===== config.mk =====
export PLATFORM = sky130hd
export DESIGN_NAME = erase_seq
export DESIGN_NICKNAME = d
export VERILOG_FILES = /design/src/rtl/erase_seq_pkg.sv /design/src/rtl/erase_seq_dp.sv /design/src/rtl/erase_seq_ctrl.sv /design/src/rtl/erase_seq.sv
export SDC_FILE = /design/constraint.sdc
export NUM_CORES = 1
export LEC_CHECK = 0
export ABC_AREA = 1
export BUFFER_PORTS_ARGS = -buffer_cell sky130_fd_sc_hd__buf_2
export CORE_ASPECT_RATIO = 1.2
export CORE_MARGIN = 2
export CORE_UTILIZATION = 56
export CTS_CLUSTER_SIZE = 10
export DETAILED_ROUTE_END_ITERATION = 8
export PLACE_DENSITY = 0.9
export SLEW_MARGIN = 40
export SYNTH_ARGS = -nofsm -noshare
export SYNTH_HDL_FRONTEND = slang
export SYNTH_HIERARCHICAL = 1
export SYNTH_SLANG_ARGS = --single-unit
export TNS_END_PERCENT = 100

===== constraint.sdc =====
create_clock -name clk -period 3.2 [get_ports clk]
set_input_delay 0.64 -clock clk [delete_from_list [all_inputs] [get_ports clk]]
set_output_delay 0.64 -clock clk [all_outputs]
set_load 0.02 [all_outputs]

===== src/rtl/erase_seq_pkg.sv =====
package erase_seq_pkg;

  typedef enum logic [2:0] {
    ST_IDLE,
    ST_SETUP,
    ST_PULSE,
    ST_HOLD,
    ST_SETTLE,
    ST_VERIFY
  } seqState_t;

  typedef enum logic [1:0] {
    TM_SETUP,
    TM_PULSE,
    TM_HOLD,
    TM_SETTLE
  } timerSel_t;

  // strobes from control to datapath
  typedef struct packed {
    logic      timerLoad;
    timerSel_t timerSel;
    logic      addrClr;
    logic      addrInc;
    logic      tryClr;
    logic      tryInc;
    logic      resClr;
    logic      resPass;
    logic      resFail;
  } dpCtrl_t;

  // status from datapath to control
  typedef struct packed {
    logic timerZero;
    logic addrLast;
    logic addrZero;
    logic blank;
    logic tryLast;
  } dpStat_t;

endpackage


===== src/rtl/erase_seq_dp.sv =====
module erase_seq_dp
  import erase_seq_pkg::*;
#(
  parameter int AW         = 17,
  parameter int DW         = 8,
  parameter int SETUP_CYC  = 100,
  parameter int PULSE_CYC  = 5000000,
  parameter int HOLD_CYC   = 100,
  parameter int SETTLE_CYC = 100,
  parameter int MAX_PULSES = 20
) (
  input  logic          clk,
  input  logic          rstN,
  input  dpCtrl_t       ctrl,
  input  logic [DW-1:0] readData,
  output dpStat_t       stat,
  output logic [AW-1:0] addrCnt,
  output logic          done,
  output logic          pass,
  output logic [AW-1:0] failAddr
);

  localparam int LONG_A  = (SETUP_CYC > PULSE_CYC) ? SETUP_CYC : PULSE_CYC;
  localparam int LONG_B  = (HOLD_CYC > SETTLE_CYC) ? HOLD_CYC : SETTLE_CYC;
  localparam int LONGEST = (LONG_A > LONG_B) ? LONG_A : LONG_B;
  localparam int TW      = $clog2(LONGEST + 1);
  localparam int CW      = $clog2(MAX_PULSES + 1);
  localparam logic [AW-1:0] ADDR_LAST = {AW{1'b1}};

  logic [TW-1:0] timer;
  logic [CW-1:0] tryCnt;

  // interval timer: loaded with length-1, counts down to zero
  always_ff @(posedge clk or negedge rstN) begin
    if (!rstN) begin
      timer <= '0;
    end else if (ctrl.timerLoad) begin
      case (ctrl.timerSel)
        TM_SETUP:  timer <= TW'(SETUP_CYC - 1);
        TM_PULSE:  timer <= TW'(PULSE_CYC - 1);
        TM_HOLD:   timer <= TW'(HOLD_CYC - 1);
        default:   timer <= TW'(SETTLE_CYC - 1);
      endcase
    end else if (timer != '0) begin
      timer <= timer - 1'b1;
    end
  end

  // sweep address
  always_ff @(posedge clk or negedge rstN) begin
    if (!rstN) begin
      addrCnt <= '0;
    end else if (ctrl.addrClr) begin
      addrCnt <= '0;
    end else if (ctrl.addrInc) begin
      addrCnt <= addrCnt + 1'b1;
    end
  end

  // pulses issued in this run
  always_ff @(posedge clk or negedge rstN) begin
    if (!rstN) begin
      tryCnt <= '0;
    end else if (ctrl.tryClr) begin
      tryCnt <= '0;
    end else if (ctrl.tryInc) begin
      tryCnt <= tryCnt + 1'b1;
    end
  end

  // result registers
  always_ff @(posedge clk or negedge rstN) begin
    if (!rstN) begin
      done     <= 1'b0;
      pass     <= 1'b0;
      failAddr <= '0;
    end else if (ctrl.resClr) begin
      done     <= 1'b0;
      pass     <= 1'b0;
      failAddr <= '0;
    end else if (ctrl.resPass) begin
      done <= 1'b1;
      pass <= 1'b1;
    end else if (ctrl.resFail) begin
      done     <= 1'b1;
      pass     <= 1'b0;
      failAddr <= addrCnt;
    end
  end

  always_comb begin
    stat.timerZero = (timer == '0);
    stat.addrLast  = (addrCnt == ADDR_LAST);
    stat.addrZero  = (addrCnt == '0);
    stat.blank     = &readData;
    stat.tryLast   = (tryCnt == CW'(MAX_PULSES));
  end

  assert_try_bound_R10: assert property (@(posedge clk) disable iff (!rstN)
    tryCnt <= CW'(MAX_PULSES));

  assert_addr_step_R7: assert property (@(posedge clk) disable iff (!rstN)
    (ctrl.addrInc && !ctrl.addrClr) |=> addrCnt == $past(addrCnt) + 1'b1);

  assert_pass_needs_done_R9: assert property (@(posedge clk) disable iff (!rstN)
    pass |-> done);

endmodule


===== src/rtl/erase_seq_ctrl.sv =====
module erase_seq_ctrl
  import erase_seq_pkg::*;
(
  input  logic    clk,
  input  logic    rstN,
  input  logic    start,
  input  dpStat_t stat,
  output dpCtrl_t ctrl,
  output logic    ceN,
  output logic    oeN,
  output logic    pgmN,
  output logic    vppHigh,
  output logic    hvSel,
  output logic    marginSel,
  output logic    dataDrive,
  output logic    busy
);

  seqState_t state, nextState;

  always_ff @(posedge clk or negedge rstN) begin
    if (!rstN) state <= ST_IDLE;
    else       state <= nextState;
  end

  always_comb begin
    nextState = state;
    ctrl      = '0;
    case (state)
      ST_IDLE: begin
        if (start) begin
          nextState      = ST_SETUP;
          ctrl.timerLoad = 1'b1;
          ctrl.timerSel  = TM_SETUP;
          ctrl.tryClr    = 1'b1;
          ctrl.resClr    = 1'b1;
          ctrl.addrClr   = 1'b1;
        end
      end
      ST_SETUP: begin
        if (stat.timerZero) begin
          nextState      = ST_PULSE;
          ctrl.timerLoad = 1'b1;
          ctrl.timerSel  = TM_PULSE;
        end
      end
      ST_PULSE: begin
        if (stat.timerZero) begin
          nextState      = ST_HOLD;
          ctrl.timerLoad = 1'b1;
          ctrl.timerSel  = TM_HOLD;
          ctrl.tryInc    = 1'b1;
        end
      end
      ST_HOLD: begin
        if (stat.timerZero) begin
          nextState      = ST_SETTLE;
          ctrl.timerLoad = 1'b1;
          ctrl.timerSel  = TM_SETTLE;
        end
      end
      ST_SETTLE: begin
        if (stat.timerZero) begin
          nextState    = ST_VERIFY;
          ctrl.addrClr = 1'b1;
        end
      end
      ST_VERIFY: begin
        if (!stat.blank) begin
          if (stat.tryLast) begin
            nextState    = ST_IDLE;
            ctrl.resFail = 1'b1;
          end else begin
            nextState      = ST_SETUP;
            ctrl.timerLoad = 1'b1;
            ctrl.timerSel  = TM_SETUP;
            ctrl.addrClr   = 1'b1;
          end
        end else if (stat.addrLast) begin
          nextState    = ST_IDLE;
          ctrl.resPass = 1'b1;
        end else begin
          ctrl.addrInc = 1'b1;
        end
      end
      default: nextState = ST_IDLE;
    endcase
  end

  logic qualify;
  assign qualify   = (state == ST_SETUP) || (state == ST_PULSE) || (state == ST_HOLD);
  assign vppHigh   = qualify;
  assign hvSel     = qualify;
  assign dataDrive = qualify;
  assign ceN       = (state == ST_IDLE);
  assign oeN       = (state != ST_VERIFY);
  assign pgmN      = (state != ST_PULSE);
  assign marginSel = (state == ST_SETTLE) || (state == ST_VERIFY);
  assign busy      = (state != ST_IDLE);

  assert_pulse_at_zero_R3: assert property (@(posedge clk) disable iff (!rstN)
    !pgmN |-> stat.addrZero);

  assert_read_after_margin_R6: assert property (@(posedge clk) disable iff (!rstN)
    !oeN |-> $past(marginSel) && !$past(hvSel));

  assert_fail_only_at_limit_R10: assert property (@(posedge clk) disable iff (!rstN)
    ctrl.resFail |-> stat.tryLast && !stat.blank);

endmodule


===== src/rtl/erase_seq.sv =====
module erase_seq
  import erase_seq_pkg::*;
#(
  parameter int AW         = 17,
  parameter int DW         = 8,
  parameter int SETUP_CYC  = 100,
  parameter int PULSE_CYC  = 5000000,
  parameter int HOLD_CYC   = 100,
  parameter int SETTLE_CYC = 100,
  parameter int MAX_PULSES = 20
) (
  input  logic          clk,
  input  logic          rstN,
  input  logic          start,
  input  logic [DW-1:0] readData,
  output logic [AW-1:0] addrOut,
  output logic [DW-1:0] dataOut,
  output logic          dataDrive,
  output logic          ceN,
  output logic          oeN,
  output logic          pgmN,
  output logic          vppHigh,
  output logic          hvSel,
  output logic          marginSel,
  output logic          busy,
  output logic          done,
  output logic          pass,
  output logic [AW-1:0] failAddr
);

  dpCtrl_t ctrl;
  dpStat_t stat;

  erase_seq_ctrl u_ctrl (
    .clk       (clk),
    .rstN      (rstN),
    .start     (start),
    .stat      (stat),
    .ctrl      (ctrl),
    .ceN       (ceN),
    .oeN       (oeN),
    .pgmN      (pgmN),
    .vppHigh   (vppHigh),
    .hvSel     (hvSel),
    .marginSel (marginSel),
    .dataDrive (dataDrive),
    .busy      (busy)
  );

  erase_seq_dp #(
    .AW(AW), .DW(DW), .SETUP_CYC(SETUP_CYC), .PULSE_CYC(PULSE_CYC),
    .HOLD_CYC(HOLD_CYC), .SETTLE_CYC(SETTLE_CYC), .MAX_PULSES(MAX_PULSES)
  ) u_dp (
    .clk      (clk),
    .rstN     (rstN),
    .ctrl     (ctrl),
    .readData (readData),
    .stat     (stat),
    .addrCnt  (addrOut),
    .done     (done),
    .pass     (pass),
    .failAddr (failAddr)
  );

  assign dataOut = dataDrive ? {DW{1'b1}} : {DW{1'b0}};

endmodule


==> flow_metrics.tcl <==
set metrics [dict create \
    wirelength_microns 9456 \
    post-cts-setup-buffers 0 \
    cts_root_buf "clkbuf_8" \
    initial_utilization 0.5782 \
    syn-cell-area_sq_um 3727 \
    synthesis.nets 490 \
    max-vdd-ir-drop_v 0.0004394 \
    grt_start_max_net_pins 68 \
    worst_slack_ps 391.3 \
    crit_type "reg -> reg" \
    fill_cells 524 \
    via_count 3548 \
    grt_overflow 0 \
    clk_latency_ps 350 \
    die_x_microns 78.48 \
    cts_hold_buf 0 \
    maxSlewViolCount 0 \
    ant_nets 0 \
    io_pins 63 \
    period_needed_ps 2809 \
    rr_startpoint "u_dp/addrCnt[1]$_DFFE_PN0P_" \
    critPathMaxFanout 17 \
    max_freq_mhz 356.0 \
    place_inst 604 \
    cp_slowest_cell "nor3_1" \
    multi_input_area_sq_um 1670 \
    regArea_sq_um 1677 \
    dieArea_sq_um 7327 \
    cp_data_arrival_time_ps 3000 \
    die_h_microns 93.37 \
    cp_num_buf_inv 1 \
    core.rowCount 32 \
    leakagePower_nw 2.186 \
    grt_pass1_vias 3422 \
    instances_no_fill 620 \
    skew_ps 8.368 \
    drv_cap 0 \
    dp_slack_ps 516.9 \
    clock_path_buffers 2 \
    cp-start-kind "flip-flop" \
    cp.depth 11 \
    post-route-period-util 0.8777 \
    r2r-end "u_dp/failAddr[4]$_DFFE_PN0P_" \
    drc 0 \
    vias_per_cell 5.723 \
    crit_start "u_dp/addrCnt[1]$_DFFE_PN0P_" \
    drive_gt1_frac 0.2224 \
    worstPathCellList "ha_1 -> nand2_1 -> nor2_1 -> nand2_1 -> nor3_1 -> ha_1 -> inv_1 -> nor3_1 -> nor2_2 -> nand2_1 -> o22ai_1" \
    crit_end "u_dp/failAddr[4]$_DFFE_PN0P_" \
    cts_resized 0 \
    nNetsFinal 547 \
    status "complete, no violations" \
    dpl.hpwl_microns 6699 \
    synth_cells 473 \
    total_power_w 0.001627 \
    hold_viol 0 \
    r2r_cells 11 \
    wl_per_cell_microns 15.25 \
    final.setup.tns_ps 0 \
    cts_tree "done" \
    finalWeightedCongestion 0.9914 \
    first_pass_iters 5 \
    cp_top_family "simple AND/OR/NAND/NOR gates" \
    hp-class "in -> async" \
    cts.clk_slew.worst_paths_ps 80 \
    clock-sinks 67 \
    finalSetupViolCount 0 \
    regToRegSetupSlack_ps 390 \
    grt_usage 0.2730 \
    synthToLayoutAreaGrowth_pct 13.76 \
    grt_pass1_wl_microns 15710 \
    endpoint_kind "flip-flop" \
    cpPeakStageDelay_ps 410 \
    core_area_sq_um 6446 \
    relSlewSlack 0.5372 \
    antenna_cells 0 \
    rsz0062_at_grt "false" \
    yosysWarnings 6 \
    antenna_found_initial 0 \
    worstMarginPinSlew_ps 689.6 \
    port_buffers 62 \
    drt_iter0_markers 324 \
    synth_area_per_cell_sq_um 7.880 \
    cts_max_level 3 \
    crit_top_cell "nand2_1" \
    final_cell_area_sq_um 4240 \
    cts_buffers 9 \
    crit_required_ps 3390 \
    p_per_area_nw_per_um2 383.6 \
    post_dp_cell_area_sq_um 4036 \
]
how the worst min path moves through the flow:
stage	from	endpoint	slack, ps
floorplan	rstN	u_ctrl/state[0]$_DFFE_PN0P_	340
global placement	u_dp/pass$_DFFE_PN0P_	u_dp/pass$_DFFE_PN0P_	500
detailed placement	u_dp/done$_DFFE_PN0P_	u_dp/done$_DFFE_PN0P_	510
CTS	rstN	u_dp/timer[1]$_DFFE_PN0P_	510
global route	rstN	u_dp/timer[2]$_DFFE_PN0P_	410
finish	rstN	u_dp/timer[2]$_DFFE_PN0P_	370
registers in the layout, summed over array words and instances (netlist names):
register,flops
u_ctrl/state,3
u_dp/addrCnt,17
u_dp/done,1
u_dp/failAddr,17
u_dp/pass,1
u_dp/timer,23
u_dp/tryCnt,5
layer usage:
| metal | track usage | vias up | share of wire |
|---|---|---|---|
| met5 | 0 | - | 0 |
| met4 | 0.1447 | 0 | 0.039 |
| met3 | 0.04344 | 46 | 0.060 |
| met2 | 0.4907 | 183 | 0.53 |
| met1 | 0.3101 | 1671 | 0.37 |
| li1 | - | 1648 | - |
through the flow:
step                      utilization  hold WS (ps)
after floorplan                     -         344.4
after global placement         0.6258         496.7
after detailed placement       0.6262         507.2
after CTS                      0.6572         505.9
after global routing           0.6578         410.2
final                          0.6578         373.8
power breakdown:
part           total [W]  internal (W)  switching [W]
Combinational  0.0000492     0.0000146      0.0000346
Clock           0.000719      0.000363       0.000356
Sequential      0.000859      0.000854     0.00000427
cell usage in the layout (no fill, tap or decap), drive strengths merged, types with 2 or more instances in the layout:
| cell | n |
|---|---|
| a21oi | 33 |
| buf | 67 |
| clkbuf | 9 |
| clkinv | 3 |
| clkinvlp | 2 |
| dfrtp | 67 |
| ha | 6 |
| inv | 63 |
| nand2 | 74 |
| nand3 | 32 |
| nand4 | 10 |
| nor2 | 85 |
| nor3 | 22 |
| o211a | 2 |
| o211ai | 2 |
| o21ai | 31 |
| o22ai | 8 |
| or2 | 2 |
| xnor2 | 3 |
| xor2 | 8 |
layout make-up:
cell class / instances / area share
flip-flops and latches: 67 / 0.3954
multi-input cells: 323 / 0.3939
repair buffers: 67 / 0.08292
inverters: 62 / 0.05547
clock buffers: 9 / 0.02921
well taps: 85 / 0.02508
clock inverters: 7 / 0.01800
Power figures use the tool's default switching activity.
